## src/rtl/hwloop_pkg.sv

```systemverilog
package hwloop_pkg;

  // What the sequencer does in one cycle; exactly one per cycle.
  typedef enum logic [2:0] {
    ACT_IDLE,
    ACT_START,
    ACT_SKIP,
    ACT_ABORT,
    ACT_RTI,
    ACT_BRANCH,
    ACT_EXIT
  } hwl_act_e;

endpackage

```

## src/rtl/hwloop_stack.sv

```systemverilog
module hwloop_stack #(
  parameter int W     = 58,
  parameter int DEPTH = 8
) (
  input  logic         clk,
  input  logic         rst_n,
  input  logic         push_i,
  input  logic         pop_i,
  input  logic [W-1:0] push_data_i,
  output logic [W-1:0] top_data_o,
  output logic         full_o,
  output logic         empty_o
);
  localparam int SPW = $clog2(DEPTH + 1);
  localparam int IW  = $clog2(DEPTH);

  logic [W-1:0]   mem [DEPTH];
  logic [SPW-1:0] sp_q;
  logic [SPW-1:0] sp_dec;
  logic [IW-1:0]  top_idx;
  logic [IW-1:0]  wr_idx;

  assign full_o  = (sp_q == SPW'(DEPTH));
  assign empty_o = (sp_q == '0);
  assign sp_dec  = sp_q - 1'b1;
  assign top_idx = sp_dec[IW-1:0];
  assign wr_idx  = sp_q[IW-1:0];

  // An empty stack reads as all zeros, so a pop there clears the state.
  assign top_data_o = empty_o ? '0 : mem[top_idx];

  always_ff @(posedge clk) begin
    if (!rst_n) begin
      sp_q <= '0;
    end else if (push_i && !full_o) begin
      sp_q <= sp_q + 1'b1;
    end else if (pop_i && !empty_o) begin
      sp_q <= sp_dec;
    end
  end

  always_ff @(posedge clk) begin
    if (push_i && !full_o) begin
      mem[wr_idx] <= push_data_i;
    end
  end
endmodule

```

## src/rtl/hwloop_mode_dly.sv

```systemverilog
module hwloop_mode_dly #(
  parameter int DLY = 3
) (
  input  logic clk,
  input  logic rst_n,
  input  logic wr_i,
  input  logic val_i,
  output logic eff_o
);
  // Stage 0 holds the written value; later stages age it one cycle each.
  logic [DLY-1:0] stage_q;

  always_ff @(posedge clk) begin
    if (!rst_n) begin
      stage_q[0] <= 1'b0;
    end else if (wr_i) begin
      stage_q[0] <= val_i;
    end
  end

  for (genvar g = 1; g < DLY; g++) begin : g_age
    always_ff @(posedge clk) begin
      if (!rst_n) begin
        stage_q[g] <= 1'b0;
      end else begin
        stage_q[g] <= stage_q[g-1];
      end
    end
  end

  assign eff_o = stage_q[DLY-1];
endmodule

```

## src/rtl/hwloop_seq.sv

```systemverilog
module hwloop_seq
  import hwloop_pkg::*;
#(
  parameter int AW       = 16,
  parameter int CW       = 24,
  parameter int KW       = 16,
  parameter int DEPTH    = 8,
  parameter int MODE_DLY = 3
) (
  input  logic          clk,
  input  logic          rst_n,
  input  logic          fetch_en_i,
  input  logic [AW-1:0] pc_i,
  input  logic          do_req_i,
  input  logic          do_forever_i,
  input  logic [AW-1:0] do_start_i,
  input  logic [AW-1:0] do_end_i,
  input  logic [CW-1:0] do_count_i,
  input  logic          abort_i,
  input  logic          rti_i,
  input  logic          compat_wr_i,
  input  logic          compat_val_i,
  output logic          branch_o,
  output logic [AW-1:0] branch_addr_o,
  output logic          skip_o,
  output logic [AW-1:0] skip_addr_o,
  output logic          exit_o,
  output logic          loop_flag_o,
  output logic          forever_flag_o,
  output logic [AW-1:0] cur_end_o,
  output logic [CW-1:0] cur_cnt_o,
  output logic          compat_eff_o,
  output logic          overflow_o
);
  localparam int EW = 2 * AW + CW + 2;
  localparam logic [CW-1:0] WRAP_CNT = {{(CW-1){1'b0}}, 1'b1} << KW;

  // Count actually loaded for a counted loop.
  function automatic logic [CW-1:0] load_count(input logic [CW-1:0] raw, input logic cm);
    logic [KW-1:0] low;
    low = raw[KW-1:0];
    if (!cm) return raw;
    if (low == '0) return WRAP_CNT;
    return CW'(low);
  endfunction

  // A zero count skips the body only in normal mode.
  function automatic logic zero_skips(input logic [CW-1:0] raw, input logic cm);
    return !cm && (raw == '0);
  endfunction

  // Current loop context
  logic [AW-1:0] ls_q, la_q;
  logic [CW-1:0] lc_q;
  logic          lf_q, fv_q, ovf_q;

  // Named events
  logic          compat_eff;
  logic          end_hit;
  logic          last_pass;
  logic          push, pop;
  logic          stk_full, stk_empty;
  logic [EW-1:0] push_data, pop_data;
  logic [AW-1:0] pop_ls, pop_la;
  logic [CW-1:0] pop_lc;
  logic          pop_lf, pop_fv;
  hwl_act_e      act;

  hwloop_mode_dly #(.DLY(MODE_DLY)) u_mode (
    .clk   (clk),
    .rst_n (rst_n),
    .wr_i  (compat_wr_i),
    .val_i (compat_val_i),
    .eff_o (compat_eff)
  );

  assign end_hit   = lf_q && fetch_en_i && (pc_i == la_q);
  assign last_pass = !fv_q && (lc_q <= CW'(1));

  always_comb begin
    if (do_req_i) begin
      act = (!do_forever_i && zero_skips(do_count_i, compat_eff)) ? ACT_SKIP : ACT_START;
    end else if (abort_i) begin
      act = ACT_ABORT;
    end else if (rti_i) begin
      act = ACT_RTI;
    end else if (end_hit) begin
      act = last_pass ? ACT_EXIT : ACT_BRANCH;
    end else begin
      act = ACT_IDLE;
    end
  end

  assign push = (act == ACT_START);
  assign pop  = (act == ACT_ABORT) || (act == ACT_RTI) || (act == ACT_EXIT);

  assign push_data = {ls_q, la_q, lc_q, lf_q, fv_q};
  assign {pop_ls, pop_la, pop_lc, pop_lf, pop_fv} = pop_data;

  hwloop_stack #(.W(EW), .DEPTH(DEPTH)) u_stack (
    .clk         (clk),
    .rst_n       (rst_n),
    .push_i      (push),
    .pop_i       (pop),
    .push_data_i (push_data),
    .top_data_o  (pop_data),
    .full_o      (stk_full),
    .empty_o     (stk_empty)
  );

  always_ff @(posedge clk) begin
    if (!rst_n) begin
      ls_q  <= '0;
      la_q  <= '0;
      lc_q  <= '0;
      lf_q  <= 1'b0;
      fv_q  <= 1'b0;
      ovf_q <= 1'b0;
    end else begin
      unique case (act)
        ACT_START: begin
          ls_q <= do_start_i;
          la_q <= do_end_i;
          lc_q <= do_forever_i ? '0 : load_count(do_count_i, compat_eff);
          lf_q <= 1'b1;
          fv_q <= do_forever_i;
          if (stk_full) ovf_q <= 1'b1;
        end
        ACT_ABORT, ACT_EXIT: begin
          ls_q <= pop_ls;
          la_q <= pop_la;
          lc_q <= pop_lc;
          lf_q <= pop_lf;
          fv_q <= pop_fv;
        end
        ACT_RTI: begin
          lf_q <= pop_lf;
          fv_q <= pop_fv;
        end
        ACT_BRANCH: begin
          if (!fv_q) lc_q <= lc_q - CW'(1);
        end
        default: ;
      endcase
    end
  end

  assign branch_o       = (act == ACT_BRANCH);
  assign branch_addr_o  = ls_q;
  assign skip_o         = (act == ACT_SKIP);
  assign skip_addr_o    = do_end_i + AW'(1);
  assign exit_o         = (act == ACT_EXIT);
  assign loop_flag_o    = lf_q;
  assign forever_flag_o = fv_q;
  assign cur_end_o      = la_q;
  assign cur_cnt_o      = lc_q;
  assign compat_eff_o   = compat_eff;
  assign overflow_o     = ovf_q;
endmodule

```

## config.mk

```make
export PLATFORM = sky130hd
export DESIGN_NAME = hwloop_seq
export DESIGN_NICKNAME = d
export VERILOG_FILES = /design/src/rtl/hwloop_pkg.sv /design/src/rtl/hwloop_stack.sv /design/src/rtl/hwloop_mode_dly.sv /design/src/rtl/hwloop_seq.sv
export SDC_FILE = /design/constraint.sdc
export NUM_CORES = 1
export LEC_CHECK = 0
export BUFFER_PORTS_ARGS = -buffer_cell sky130_fd_sc_hd__buf_4
export CAP_MARGIN = 20
export CORE_MARGIN = 2
export CORE_UTILIZATION = 60
export DETAILED_ROUTE_END_ITERATION = 7
export GPL_TIMING_DRIVEN = 0
export PLACE_DENSITY_LB_ADDON = 0.05
export SLEW_MARGIN = 20
export SYNTH_ARGS = -nofsm -noshare
export SYNTH_HDL_FRONTEND = slang
export SYNTH_SLANG_ARGS = --single-unit
```

## constraint.sdc

```tcl
create_clock -name clk -period 24.4 [get_ports clk]
set_input_delay 1.22 -clock clk [delete_from_list [all_inputs] [get_ports clk]]
set_output_delay 1.22 -clock clk [all_outputs]
set_load 0.02 [all_outputs]
```

==> flow_summary.json, run 1 <==
{
  "rows": 69,
  "path_clk_slew_ps": 60,
  "powerDensity_nw_per_um2": 114.1,
  "run_status": "completed",
  "post_route_cells_drive_above_1_share": 0.3152,
  "timing.slew.headroom": 0.2668,
  "cts-resized-gates": 0,
  "global_route.usage.total": 0.2932,
  "worstMarginPinSlew_ps": 1090,
  "cell_taking_the_most_area_after_synthesis": "sky130_fd_sc_hd__edfxtp_1",
  "per_cell_routed_wire_length_um": 27.33,
  "grt_first_pass_wirelength_mm": 82.04,
  "first_iter_violations": 1200,
  "highest_attainable_clock_frequency_mhz": 192.7,
  "hp-class": "register to register",
  "power.switching_fraction": 0.3182,
  "io_pins": 160,
  "clock_tree_from_tritoncts": "yes",
  "startpoint_type": "register",
  "layout_min_cycle_time_ps": 5189,
  "detailroute.via_count": 12850,
  "post-cts-setup-buffer-count": 0,
  "seq_area_frac_synth": 0.7045,
  "report.final.setup_viol": 0,
  "netSwitchingPower_uw": 934.6,
  "synth_most_common_cell": "sky130_fd_sc_hd__edfxtp_1",
  "finalNetCount": 1574,
  "worst_skew_pair.late_latency_ps": 590,
  "power_mw": 2.937,
  "die-area_um2": 37630,
  "synth-compound-area-share": 0.06437,
  "clock_skew_ps": 20.48,
  "synth_enable_flop_cells": 464,
  "setup_ws_ps": 19210,
  "critical_path_maximum_fanout": 10,
  "die_w_um": 194.0,
  "async_reset_ff_frac": 0,
  "final.setup.tns_ps": 0,
  "cp_data_arrival_time_ps": 5620,
  "synthesis.instances": 1201,
  "number_of_global_route_vias_before_repair": 12870,
  "grt_setup_unrepaired": "no",
  "synth_simple_gate_area_frac": 0.04830,
  "io_buffers": 157,
  "pin_count_of_the_biggest_net_entering_global_routing": 18,
  "seq_power_share": 0.409,
  "dieHeight_um": 194.0,
  "leakagePower_nw": 8.966,
  "synth-xor-area-share": 0.01375,
  "cts_buffer_depth": 3,
  "clkSinkCount": 530,
  "report.final.hold_viol_count": 0,
  "ys_warn_count": 0,
  "top_cell_type_s_share_of_synthesized_area": 0.6434,
  "fillers": 2241,
  "hpwlAfterDp_mm": 37.45,
  "min_period_over_period": 0.2127,
  "critical_path_class": "register to register",
  "cts_bufs_inserted": 52,
  "clock_tree.htree_level_count": 2,
  "area_growth_synth_to_finish_pct": 18.92,
  "combinationalPowerShare": 0.318,
  "peakVddDrop_mv": 0.09242,
  "ys_seq_elements": 530,
  "syn-num-nets": 1287,
  "p_int_mw": 2.003,
  "remaining_antenna_violation_count_after_routing": 0,
  "routed_via_density": 6.456,
  "mappedNetlistArea_um2": 21650,
  "yosys-top-cells-count": "sky130_fd_sc_hd__edfxtp_1 (464), sky130_fd_sc_hd__mux4_2 (116), sky130_fd_sc_hd__dfxtp_1 (66), sky130_fd_sc_hd__mux2i_1 (56), sky130_fd_sc_hd__nand2_1 (48)",
  "cts_root_buffer": "sky130_fd_sc_hd__clkbuf_16",
  "synth_area_per_cell_um2": 18.03,
  "synthAdderAreaFrac": 0.002889,
  "dominantRegCellSynth": "sky130_fd_sc_hd__edfxtp_1",
  "worstPathRequired_ps": 24830,
  "drv_slew": 0,
  "detailedPlace.worstSlack_ps": 19160,
  "design.core.area_um2": 35570,
  "synth.lib_cells_used.distinct": 76,
  "cts.hold.buffers_added": 0,
  "yosys-mux-area-fraction": 0.1471,
  "routed_wirelength_mm": 54.42,
  "initial_utilization": 0.6088,
  "detail_route.first_pass.iterations": 5,
  "cap_violations": 0,
  "gpl.final_weighted_congestion": 0.9790,
  "remaining_drc_errors": 0,
  "power.share.clock": 0.273,
  "post_synth_main_area_contributors": "sky130_fd_sc_hd__edfxtp_1 (64%), sky130_fd_sc_hd__mux4_2 (12%), sky130_fd_sc_hd__dfxtp_1 (6.1%)",
  "timing.critical_path.to_type": "register",
  "initial_antenna_violation_count": 1,
  "synth_top_family_by_area": "multiplexers",
  "overflow": 0
}
kinds of logic after synthesis:
logic type,count (synthesis)
fa+ha+maj,5
flops,530
compound gates,180
xor+xnor,34
simple gates,198
mux,173
buf+inv,81
power groups by stage:
stage | logic (mW) | registers (mW) | clock network, mW
CTS | 0.943 | 1.20 | 0.812
floorplan | 0.602 | 1.23 | 0
detailed placement | 0.936 | 1.22 | 0
global route | 0.995 | 1.21 | 0.844
global placement | 0.894 | 1.25 | 0
finish | 0.933 | 1.20 | 0.802
layout by cell type, fill, tap and decap left out, types with 16 or more instances in the layout:
cell and count:
sky130_fd_sc_hd__clkbuf_1 47, sky130_fd_sc_hd__clkbuf_16 53, sky130_fd_sc_hd__nor4_1 16, sky130_fd_sc_hd__o21ai_0 21
sky130_fd_sc_hd__nand2_1 48, sky130_fd_sc_hd__dfxtp_1 66, sky130_fd_sc_hd__a22o_1 32, sky130_fd_sc_hd__nor2_1 39
sky130_fd_sc_hd__xor2_1 19, sky130_fd_sc_hd__buf_4 194, sky130_fd_sc_hd__nor3_1 29, sky130_fd_sc_hd__mux4_2 116
sky130_fd_sc_hd__buf_2 43, sky130_fd_sc_hd__edfxtp_1 464, sky130_fd_sc_hd__a21oi_1 18, sky130_fd_sc_hd__mux2i_1 56
sky130_fd_sc_hd__o2bb2ai_1 32
critical path, cell delays in order, from the launching register on:
cell,delay (ps)
sky130_fd_sc_hd__dfxtp_1,330
sky130_fd_sc_hd__buf_2,190
sky130_fd_sc_hd__buf_1,740
sky130_fd_sc_hd__clkbuf_8,380
sky130_fd_sc_hd__inv_1,130
sky130_fd_sc_hd__ha_1,300
sky130_fd_sc_hd__clkbuf_1,540
sky130_fd_sc_hd__clkbuf_1,780
sky130_fd_sc_hd__clkbuf_1,620
sky130_fd_sc_hd__mux4_2,410
sky130_fd_sc_hd__mux2i_1,270
sky130_fd_sc_hd__nor3_1,100
sky130_fd_sc_hd__a21oi_1,130
sky130_fd_sc_hd__o22ai_1,90
stage by stage:
stage / utilization / cells / cell area [um^2] / hold WS, ps
finish: 0.7240 / 1991 / 25750 / 433.5
global route: 0.7240 / 1991 / 25750 / 456.3
CTS: 0.7238 / 1990 / 25740 / 432.6
detailed placement: 0.6759 / 1895 / 24040 / 419.2
global placement: 0.6582 / 1819 / 23410 / 417.1
floorplan: - / 1201 / 21650 / 411.9
state kept, by name, indices dropped and copies added (netlist names):
register	cells
u_mode.stage_q	2
loop_flag_o	1
branch_addr_o	16
cur_cnt_o	24
u_mode.eff_o	1
overflow_o	1
u_stack.sp_q	4
cur_end_o	16
forever_flag_o	1
u_stack.mem	464
final timing paths:
kind,from,slack (ps),end,cells past startpoint
worst max register to register,u_stack.sp_q[0],19210,cur_cnt_o[22],13
worst max-delay path,u_stack.sp_q[0],19210,cur_cnt_o[22],13
worst min register to register,u_mode.stage_q[1],430,u_mode.eff_o,1
worst min-delay path,u_mode.stage_q[1],430,u_mode.eff_o,1
area by class of cell:
cell class,instances,area (um^2),share of cell area
inverters,15,56.30,0.002186
multi-input cells,590,6036,0.2344
clock buffers,71,1444,0.05607
repair buffers,233,1763,0.06846
diodes,1,2.502,0.00009717
plain buffers,66,359.1,0.01394
clock inverters,24,260.3,0.01011
flip-flops and latches,530,15250,0.5924
well taps,461,576.8,0.02240
routing by layer:
metal | global-route usage | vias to the layer above | routed length [um]
met1 | 0.4362 | 6586 | 22870
met4 | 0.06930 | 0 | 959
met3 | 0.04870 | 69 | 4550
met5 | 0 | - | 0
met2 | 0.4642 | 685 | 26040
li1 | - | 5514 | -
Note: power is estimated with default switching activity, not from simulation.
==> run 2, diff against run 1 <==
clock period = 4.8 ns   (was 24.4 ns; I/O delays follow)
==> run 2 against run 1 <==
  * Maximum frequency rose by 15%
  * Register-to-register slack got worse by 19000 ps
  * Largest cell class unchanged
  * Combinational power rose to 5.2 times the previous value
  * Clock skew rose by 1.9 ps
  * Critical path depth fell by 1
  * Largest power group unchanged
  * Global-route usage rose by 0.17 points
==> flow_summary.json, run 2 (synthesis results as in run 1) <==
{
  "cp_data_arrival_time_ps": 4980,
  "io_pins": 160,
  "cts_bufs_inserted": 52,
  "worst_skew_pair.late_latency_ps": 600,
  "design.core.area_um2": 35570,
  "clock_tree.htree_level_count": 2,
  "grt_first_pass_wirelength_mm": 81.94,
  "detail_route.first_pass.iterations": 5,
  "per_cell_routed_wire_length_um": 27.28,
  "die-area_um2": 37630,
  "clock_tree_from_tritoncts": "yes",
  "critical_path_depth": 12,
  "global_route.usage.total": 0.2949,
  "setup_ws_ps": 270.2,
  "combinationalPowerShare": 0.321,
  "power.share.clock": 0.274,
  "grt_setup_unrepaired": "no",
  "cts_buffer_depth": 3,
  "cap_violations": 0,
  "post-cts-setup-buffer-count": 0,
  "rows": 69,
  "min_period_over_period": 0.9437,
  "power.switching_fraction": 0.3188,
  "remaining_antenna_violation_count_after_routing": 0,
  "routed_via_density": 6.452,
  "finish.utilization": 0.7405,
  "critical_path_cell_list": "buf_2 -> clkbuf_8 -> inv_1 -> ha_1 -> clkbuf_1 -> clkbuf_2 -> clkbuf_1 -> mux4_2 -> mux2i_1 -> nor3_1 -> a21oi_1 -> o22ai_1",
  "area_growth_synth_to_finish_pct": 21.63,
  "layout_min_cycle_time_ps": 4530,
  "clkSinkCount": 530,
  "startpoint_type": "register",
  "hpwlAfterDp_mm": 37.40,
  "leakagePower_nw": 9.100,
  "reg2regPathDepth": 12,
  "seq_power_share": 0.406,
  "finalNetCount": 1594,
  "peakVddDrop_mv": 0.4280,
  "critPathTopFamily": "buffers and inverters",
  "routed_wirelength_mm": 54.95,
  "final_cell_count_without_fillers": 2014,
  "clock_skew_ps": 22.43,
  "cts_root_buffer": "sky130_fd_sc_hd__clkbuf_16",
  "post_route_cells_drive_above_1_share": 0.2998,
  "worst-path-buf-inv": 6,
  "die_w_um": 194.0,
  "initial_antenna_violation_count": 2,
  "report.final.setup_viol": 0,
  "worstMarginPinSlew_ps": 1018,
  "final_area_um2": 26340,
  "min_delay_path_depth": 4,
  "worstPathRequired_ps": 5250,
  "dieHeight_um": 194.0,
  "timing.critical_path.to_type": "register",
  "timing.slew.headroom": 0.3214,
  "post-place-cells": 1872,
  "fillers": 2126,
  "netSwitchingPower_mw": 4.805,
  "run_status": "completed",
  "number_of_global_route_vias_before_repair": 12720,
  "pin_count_of_the_biggest_net_entering_global_routing": 19,
  "crit_path_frequent_cell": "sky130_fd_sc_hd__clkbuf_1",
  "highest_attainable_clock_frequency_mhz": 220.8,
  "p_int_mw": 10.27,
  "powerDensity_nw_per_um2": 572.2,
  "critical_path_maximum_fanout": 15,
  "largest_reg_flops": 464,
  "layout.cells.most_common_list": "sky130_fd_sc_hd__edfxtp_1 (464), sky130_fd_sc_hd__buf_4 (176), sky130_fd_sc_hd__mux4_2 (116)",
  "layout_commonest_cell": "sky130_fd_sc_hd__edfxtp_1",
  "remaining_drc_errors": 0,
  "detailroute.via_count": 12990,
  "largest-register": "u_stack.mem",
  "path_clk_slew_ps": 60,
  "post_dp_cell_area_um2": 24140,
  "overflow": 0,
  "finalHoldWorstSlack_ps": 42.13,
  "critical_path_class": "register to register",
  "first_iter_violations": 1250,
  "slowest_stage": "sky130_fd_sc_hd__clkbuf_1",
  "drv_slew": 0,
  "initial_utilization": 0.6088,
  "report.final.hold_viol_count": 0,
  "critical_path.max_stage_delay_ps": 740,
  "hp-class": "primary input to register",
  "detailedPlace.worstSlack_ps": -603.6,
  "gpl.final_weighted_congestion": 0.9841,
  "io_buffers": 157
}
## run 2: changes by cell type in the layout (fill, tap and decap cells not counted), moves of 3 or more
cell and change:
sky130_fd_sc_hd__clkinv_4 +4, sky130_fd_sc_hd__buf_4 -18, sky130_fd_sc_hd__buf_6 +11, sky130_fd_sc_hd__nor4_4 +3, sky130_fd_sc_hd__dlygate4sd3_1 +44, sky130_fd_sc_hd__buf_8 +11
sky130_fd_sc_hd__buf_2 -29
## run 2: metrics by stage
stage                TNS, ps  power, mW
detailed placement     -8874      11.02
floorplan            -230450      9.274
finish                     0      15.07
global placement    -1879260      10.84
CTS                        0      15.15
global route               0      15.65
## run 2: power groups by stage
stage	sequential, mW	combinational [mW]	clock [mW]
2_1_floorplan	6.20	3.07	0
3_3_place_gp	6.27	4.57	0
3_5_place_dp	6.21	4.81	0
4_1_cts	6.11	4.87	4.17
5_1_grt	6.17	5.12	4.36
6_report	6.11	4.83	4.12
## run 2: worst paths after layout
check / startpoint / endpoint / slack (ps)
hold / removal: do_count_i[3] / cur_cnt_o[3] / 40
setup / recovery: u_stack.sp_q[0] / cur_cnt_o[22] / 270
setup reg to reg: u_stack.sp_q[0] / cur_cnt_o[22] / 270
hold reg to reg: u_mode.stage_q[1] / u_mode.eff_o / 450
## run 2: cell type report
cell class	instances	area [um^2]	area share
Buffer	65	356.6	0.01354
Clock inverter	26	287.8	0.01093
Inverter	15	56.30	0.002138
Timing Repair Buffer	254	2267	0.08608
Clock buffer	71	1454	0.05520
Antenna cell	2	5.005	0.0001900
Sequential cell	530	15250	0.5792
Multi-Input combinational cell	590	6081	0.2309
Tap cell	461	576.8	0.02190
## run 2: layer usage
metal	vias to the layer above	routed length, um	track usage
met2	606	27000	0.4750
li1	5583	-	-
met4	0	1038	0.07520
met1	6722	22890	0.4333
met3	83	4019	0.04227
met5	-	0	0
## run 2: what timing repair did
item / in CTS / in global routing
hold endpoints to repair: 45 / 0
resized for setup: 1 / 0
hold buffers: 44 / 0
setup endpoints to repair: 33 / 0
## run 2: worst reg2reg max path, cell delays in order, from the launching register on
cell	delay (ps)
sky130_fd_sc_hd__dfxtp_1	320
sky130_fd_sc_hd__buf_2	440
sky130_fd_sc_hd__clkbuf_8	340
sky130_fd_sc_hd__inv_1	170
sky130_fd_sc_hd__ha_1	310
sky130_fd_sc_hd__clkbuf_1	510
sky130_fd_sc_hd__clkbuf_2	520
sky130_fd_sc_hd__clkbuf_1	740
sky130_fd_sc_hd__mux4_2	420
sky130_fd_sc_hd__mux2i_1	320
sky130_fd_sc_hd__nor3_1	90
sky130_fd_sc_hd__a21oi_1	130
sky130_fd_sc_hd__o22ai_1	90
